### config.mk
export PLATFORM = sky130hd
export DESIGN_NAME = dual_slope_sequencer
export DESIGN_NICKNAME = d
export VERILOG_FILES = /design/src/rtl/dss_pkg.sv /design/src/rtl/dss_fsm.sv /design/src/rtl/dss_result.sv /design/src/rtl/dss_status.sv /design/src/rtl/dual_slope_sequencer.sv
export SDC_FILE = /design/constraint.sdc
export NUM_CORES = 1
export LEC_CHECK = 0
export BUFFER_PORTS_ARGS = -buffer_cell sky130_fd_sc_hd__buf_2
export CAP_MARGIN = 20
export CELL_PAD_IN_SITES_DETAIL_PLACEMENT = 0
export CELL_PAD_IN_SITES_GLOBAL_PLACEMENT = 1
export CORE_UTILIZATION = 47
export CTS_BUF_LIST = sky130_fd_sc_hd__clkbuf_16
export DETAILED_ROUTE_END_ITERATION = 8
export PLACE_DENSITY_LB_ADDON = 0.25
export SETUP_SLACK_MARGIN = 0.2
export SYNTH_ARGS = -nofsm -noshare
export SYNTH_HDL_FRONTEND = slang
export SYNTH_SLANG_ARGS = --single-unit
### constraint.sdc
create_clock -name clk -period 3.4 [get_ports clk]
set_clock_uncertainty 0.1 [all_clocks]
set_input_delay 0.17 -clock clk [delete_from_list [all_inputs] [get_ports clk]]
set_output_delay 0.17 -clock clk [all_outputs]
set_load 0.01 [all_outputs]
### src/rtl/dss_pkg.sv
package dss_pkg;

    typedef enum logic [2:0] {
        ST_AZ     = 3'd0,
        ST_INT    = 3'd1,
        ST_DE     = 3'd2,
        ST_SETTLE = 3'd3,
        ST_ZI     = 3'd4
    } seq_state_t;

endpackage

### src/rtl/dss_fsm.sv
module dss_fsm
    import dss_pkg::*;
#(
    parameter int CNT_W     = 12,
    parameter int HOLD_LEAD = 7
) (
    input  logic             clk,
    input  logic             rst_n,
    input  logic             cmp_i,
    input  logic             run_i,
    output logic             ph_az_o,
    output logic             ph_int_o,
    output logic             ph_de_o,
    output logic             ph_zi_o,
    output logic             start_o,
    output logic             latch_o,
    output logic             over_o,
    output logic [CNT_W-1:0] cnt_o,
    output logic             pol_o
);

    localparam int               HALF     = 1 << (CNT_W - 1);
    localparam int               QUART    = 1 << (CNT_W - 2);
    localparam logic [CNT_W-1:0] DE_LAST  = {CNT_W{1'b1}};
    localparam logic [CNT_W-1:0] INT_LAST = CNT_W'(HALF - 1);
    localparam logic [CNT_W-1:0] AZ_LAST  = CNT_W'(HALF - 1);
    localparam logic [CNT_W-1:0] ZI_LAST  = CNT_W'(QUART - 1);
    localparam logic [CNT_W-1:0] PARK_AT  = CNT_W'(HALF - HOLD_LEAD);

    seq_state_t       st, st_n;
    logic [CNT_W-1:0] cnt, cnt_n;
    logic             pol_q;
    logic             crossed;

    assign crossed = (cmp_i != pol_q);

    // state register
    always_ff @(posedge clk or negedge rst_n) begin
        if (!rst_n) begin
            st    <= ST_AZ;
            cnt   <= '0;
            pol_q <= 1'b0;
        end else begin
            st  <= st_n;
            cnt <= cnt_n;
            if (st == ST_INT && cnt == INT_LAST) begin
                pol_q <= cmp_i;
            end
        end
    end

    // next state and outputs
    always_comb begin
        st_n    = st;
        cnt_n   = cnt + 1'b1;
        start_o = 1'b0;
        latch_o = 1'b0;
        over_o  = 1'b0;
        unique case (st)
            ST_AZ: begin
                if (cnt == PARK_AT && !run_i) begin
                    cnt_n = cnt;
                end else if (cnt == AZ_LAST) begin
                    st_n    = ST_INT;
                    cnt_n   = '0;
                    start_o = 1'b1;
                end
            end
            ST_INT: begin
                if (cnt == INT_LAST) begin
                    st_n  = ST_DE;
                    cnt_n = '0;
                end
            end
            ST_DE: begin
                if (crossed) begin
                    latch_o = 1'b1;
                    if (cnt == DE_LAST) begin
                        st_n  = ST_AZ;
                        cnt_n = '0;
                    end else begin
                        st_n = ST_SETTLE;
                    end
                end else if (cnt == DE_LAST) begin
                    latch_o = 1'b1;
                    over_o  = 1'b1;
                    st_n    = ST_ZI;
                    cnt_n   = '0;
                end
            end
            ST_SETTLE: begin
                if (!run_i || cnt == DE_LAST) begin
                    st_n  = ST_AZ;
                    cnt_n = '0;
                end
            end
            ST_ZI: begin
                if (crossed || cnt == ZI_LAST) begin
                    st_n = ST_AZ;
                end
            end
            default: begin
                st_n  = ST_AZ;
                cnt_n = '0;
            end
        endcase
        ph_az_o  = (st == ST_AZ) || (st == ST_SETTLE);
        ph_int_o = (st == ST_INT);
        ph_de_o  = (st == ST_DE);
        ph_zi_o  = (st == ST_ZI);
        cnt_o    = cnt;
        pol_o    = pol_q;
    end

endmodule

### src/rtl/dss_result.sv
module dss_result #(
    parameter int CNT_W = 12
) (
    input  logic             clk,
    input  logic             rst_n,
    input  logic             latch_i,
    input  logic             over_i,
    input  logic [CNT_W-1:0] cnt_i,
    input  logic             pol_i,
    output logic [CNT_W-1:0] res_cnt_o,
    output logic             res_pos_o,
    output logic             res_ovr_o
);

    always_ff @(posedge clk or negedge rst_n) begin
        if (!rst_n) begin
            res_cnt_o <= '0;
            res_pos_o <= 1'b0;
            res_ovr_o <= 1'b0;
        end else if (latch_i) begin
            res_cnt_o <= over_i ? '0 : cnt_i;
            res_pos_o <= pol_i;
            res_ovr_o <= over_i;
        end
    end

endmodule

### src/rtl/dss_status.sv
module dss_status (
    input  logic clk,
    input  logic rst_n,
    input  logic start_i,
    input  logic latch_i,
    output logic status_o
);

    logic busy_q;
    logic busy_half;

    always_ff @(posedge clk or negedge rst_n) begin
        if (!rst_n) begin
            busy_q <= 1'b0;
        end else if (start_i) begin
            busy_q <= 1'b1;
        end else if (latch_i) begin
            busy_q <= 1'b0;
        end
    end

    // trailing copy, half a clock behind
    always_ff @(negedge clk or negedge rst_n) begin
        if (!rst_n) begin
            busy_half <= 1'b0;
        end else begin
            busy_half <= busy_q;
        end
    end

    assign status_o = busy_q | busy_half;

endmodule

### src/rtl/dual_slope_sequencer.sv
module dual_slope_sequencer #(
    parameter int CNT_W     = 12,
    parameter int HOLD_LEAD = 7
) (
    input  logic             clk,
    input  logic             rst_n,
    input  logic             cmp_i,
    input  logic             run_i,
    output logic             ph_az_o,
    output logic             ph_int_o,
    output logic             ph_de_o,
    output logic             ph_zi_o,
    output logic [CNT_W-1:0] res_cnt_o,
    output logic             res_pos_o,
    output logic             res_ovr_o,
    output logic             status_o
);

    logic             start_w;
    logic             latch_w;
    logic             over_w;
    logic [CNT_W-1:0] cnt_w;
    logic             pol_w;

    dss_fsm #(.CNT_W(CNT_W), .HOLD_LEAD(HOLD_LEAD)) u_fsm (
        .clk      (clk),
        .rst_n    (rst_n),
        .cmp_i    (cmp_i),
        .run_i    (run_i),
        .ph_az_o  (ph_az_o),
        .ph_int_o (ph_int_o),
        .ph_de_o  (ph_de_o),
        .ph_zi_o  (ph_zi_o),
        .start_o  (start_w),
        .latch_o  (latch_w),
        .over_o   (over_w),
        .cnt_o    (cnt_w),
        .pol_o    (pol_w)
    );

    dss_result #(.CNT_W(CNT_W)) u_result (
        .clk       (clk),
        .rst_n     (rst_n),
        .latch_i   (latch_w),
        .over_i    (over_w),
        .cnt_i     (cnt_w),
        .pol_i     (pol_w),
        .res_cnt_o (res_cnt_o),
        .res_pos_o (res_pos_o),
        .res_ovr_o (res_ovr_o)
    );

    dss_status u_status (
        .clk      (clk),
        .rst_n    (rst_n),
        .start_i  (start_w),
        .latch_i  (latch_w),
        .status_o (status_o)
    );

endmodule

==> reports/results.txt <==
Crit-path max FO: 1
Most frequent cells in the layout: 31 x dfrtp_1, 22 x buf_2, 16 x nor2_1, 13 x a22o_1, 9 x nand2_1
Ys async rst share: 100%
Post-synthesis adder-cell area fraction: 1.62%
Placed insts: 204
Power per standard cell area: 871 nW/um2
Number of DRC markers after the initial detailed-route iteration: 38
Total of max-cap violations: 0
Final net count: 174
RePlAce Congestion: 0.898
Total count of max-transition violations in the final report: 0
TritonCTS Sinks: 32
Xor/xnor share of the synthesized area: 6.23%
I/O pins: 23
Synthesized flop and latch total: 32
Sequential share of the synthesized area: 51.8%
Initial antenna violation count: 0
Mapped Nets: 149
Primary FF master, synth: dfrtp_1
Row cnt: 20
Kind of capture point of the worst setup path: output pin
Final Hold Vio Count: 0
Antenna cells: 0
Dominant combinational cell family by area after synthesis: simple AND/OR/NAND/NOR gates
Unrepaired setup endpoints after global routing: false
Actual slew at the worst max-slew pin: 748 ps
Min-delay worst type: primary input to register
Static leakage: 0.884 nW
Die outline width: 59.4 um
Number of buffers added by the clock tree synthesis step: 5
Total half-perimeter wirelength after legalization and detailed placement: 2130 um
Post-synthesis mux area share: 2.75%
Via-per-instance ratio: 5.28
Synth Area in Compound Gates: 14.4%
H-tree levels: 2
Mapped Area: 1550 um2
Area grow syn2layout: 18.4%
Area fraction in and, or, nand and nor cells after synthesis: 18.4%
Post-synth EDFFs: 0
Syn Area/Cell: 10.8 um2
Fraction of final layout cells sized beyond drive strength 1: 26.6%
Post-DR wirelength/cell: 13.9 um
Vias in the first global route: 1097
GRT Resource Usage Total: 20.1%
Core Region: 3080 um2
Finished Layout Cells: 213
Worst setup startpoint: u_status.busy_half
Die footprint: 3520 um2
Register area: 801 um2
TNS Setup: 0 ps
Initial core utilization: 50.2%
Multi-input logic area: 671 um2
Cells after Synth: 143
Sum of overflow across all layers after global routing: 0
CTS tree: built
Filler Cell Count: 295
Pin count of the biggest net entering global routing: 32
Wire length reported by the detailed router: 2960 um
Critical path data arrival time: 2720 ps
First-pass GRT wire length: 5150 um
Series of cell instances along the critical path: or2_2 > buf_2
Worst skew pair latency: 270 ps
Routed via count: 1125
Post-CTS Repair Setup Buffers: 0
Tightest hold margin: 57.7 ps
Iteration count of the initial detailed-routing pass: 4
Yosys warning total: 0
Most common library cell in the layout ignoring fill and taps: dfrtp_1
Peak ir drop on the vdd network: 0.000509 V
CTS Root Cell: clkbuf_16
Crit-path max cell delay: 310 ps
Die boundary height: 59.4 um
Number of endpoints failing setup at the final stage: 0
Max clock buf depth: 2
Post-DRT Antenna Nets: 0
Kind of launch point of the worst setup path: register
Launch instance of the worst register-to-register path: u_fsm.cnt_o[0]
Worst slew margin: 49.7%
Data required time at the worst endpoint: 3130 ps
Fin util: 59.5%
Min-delay src: cmp_i
Status: completed
Clock-pin slew of the registers on the worst-case setup and hold paths: 50 ps
Slack of the critical path: 411 ps
Port buffer count: 22
Reg-to-reg slack, setup: 960 ps
DRC violations left: 0
Setup Slack @ Placement: 721 ps
Master of the slowest instance on the critical path: dfrtn_1
Netlist cell types: 38
Type of the worst setup path: register to output pin
==> per-layer routing <==
layer	vias to the layer above	track usage, %	routed length, um
met5	-	0	0
met1	548	26.5	1430
met3	2	7.42	98
met4	0	6.80	11
li1	558	-	-
met2	17	30.2	1420
==> final cells by class <==
class	count	share of cell area (%)
tap	44	3.01
timing repair buffer	27	8.20
clock buffer	5	6.84
inverter	4	0.820
sequential	32	43.7
multi-input combinational	98	36.6
clock inverter	3	0.752
==> cell families (layout without fill, tap and decap cells) <==
group | after synthesis | count (layout)
flops | 32 | 32
mux | 4 | 4
simple gates | 54 | 54
compound gates | 27 | 27
buf+inv | 13 | 39
xor+xnor | 11 | 11
fa+ha+maj | 2 | 2
==> synthesized netlist by cell type (all sizes together), types with 2 or more instances <==
master,count,area [um2]
dfrtp,31,776
nor2,16,60.1
a22o,13,114
nand2,10,45.0
nor3,7,35.0
xnor2,7,61.3
clkbuf,6,26.3
a21oi,4,20.0
inv,4,15.0
xor2,4,35.0
a211oi,3,27.5
and3,3,20.0
buf,3,33.8
nand3,3,15.0
nand4,3,18.8
or2,3,18.8
and4,2,17.5
ha,2,25.0
mux2,2,22.5
mux2i,2,20.0
nor4,2,12.5
o31ai,2,20.0
==> critical path, delay by kind of cell, from the launching register on <==
| kind | cells | cell delay [ps] |
|---|---|---|
| simple gates | 1 | 280 |
| flops | 1 | 310 |
| buf+inv | 1 | 140 |
==> sequential cells by signal, summed over array words and instances (netlist names) <==
register and count:
u_status.busy_half 1, u_fsm.cnt_o 12, u_status.busy_q 1, u_result.res_pos_o 1, u_result.res_cnt_o 12, u_fsm.st 3, u_fsm.pol_o 1, u_result.res_ovr_o 1
==> report_power, final <==
part           switching (W)  internal, W  leakage (nW)
combinational       0.000268     0.000263         0.390
sequential          0.000141     0.000507         0.424
clock               0.000148     0.000265        0.0710
==> through the flow <==
step / area, um2 / power [W]
floorplan: 1550 / 0.00103
global placement: 1680 / 0.00118
detailed placement: 1680 / 0.00119
CTS: 1830 / 0.00161
global route: 1830 / 0.00172
finish: 1830 / 0.00159
==> path summary, 6_finish.rpt <==
| path | endpoint | depth (start not counted) |
|---|---|---|
| setup reg to reg | u_result.res_pos_o | 6 |
| hold reg to reg | u_result.res_ovr_o | 2 |
| max in group asynchronous | u_status.busy_half | 2 |
| hold / removal | u_fsm.pol_o | 2 |
| setup / recovery | status_o | 2 |
| min in group asynchronous | u_result.res_ovr_o | 3 |
==> what timing repair did <==
item	4_1_cts	5_1_grt
resized for setup	0	0
hold buffers	1	0
hold endpoints to repair	31	0
Power figures use the tool's default switching activity.
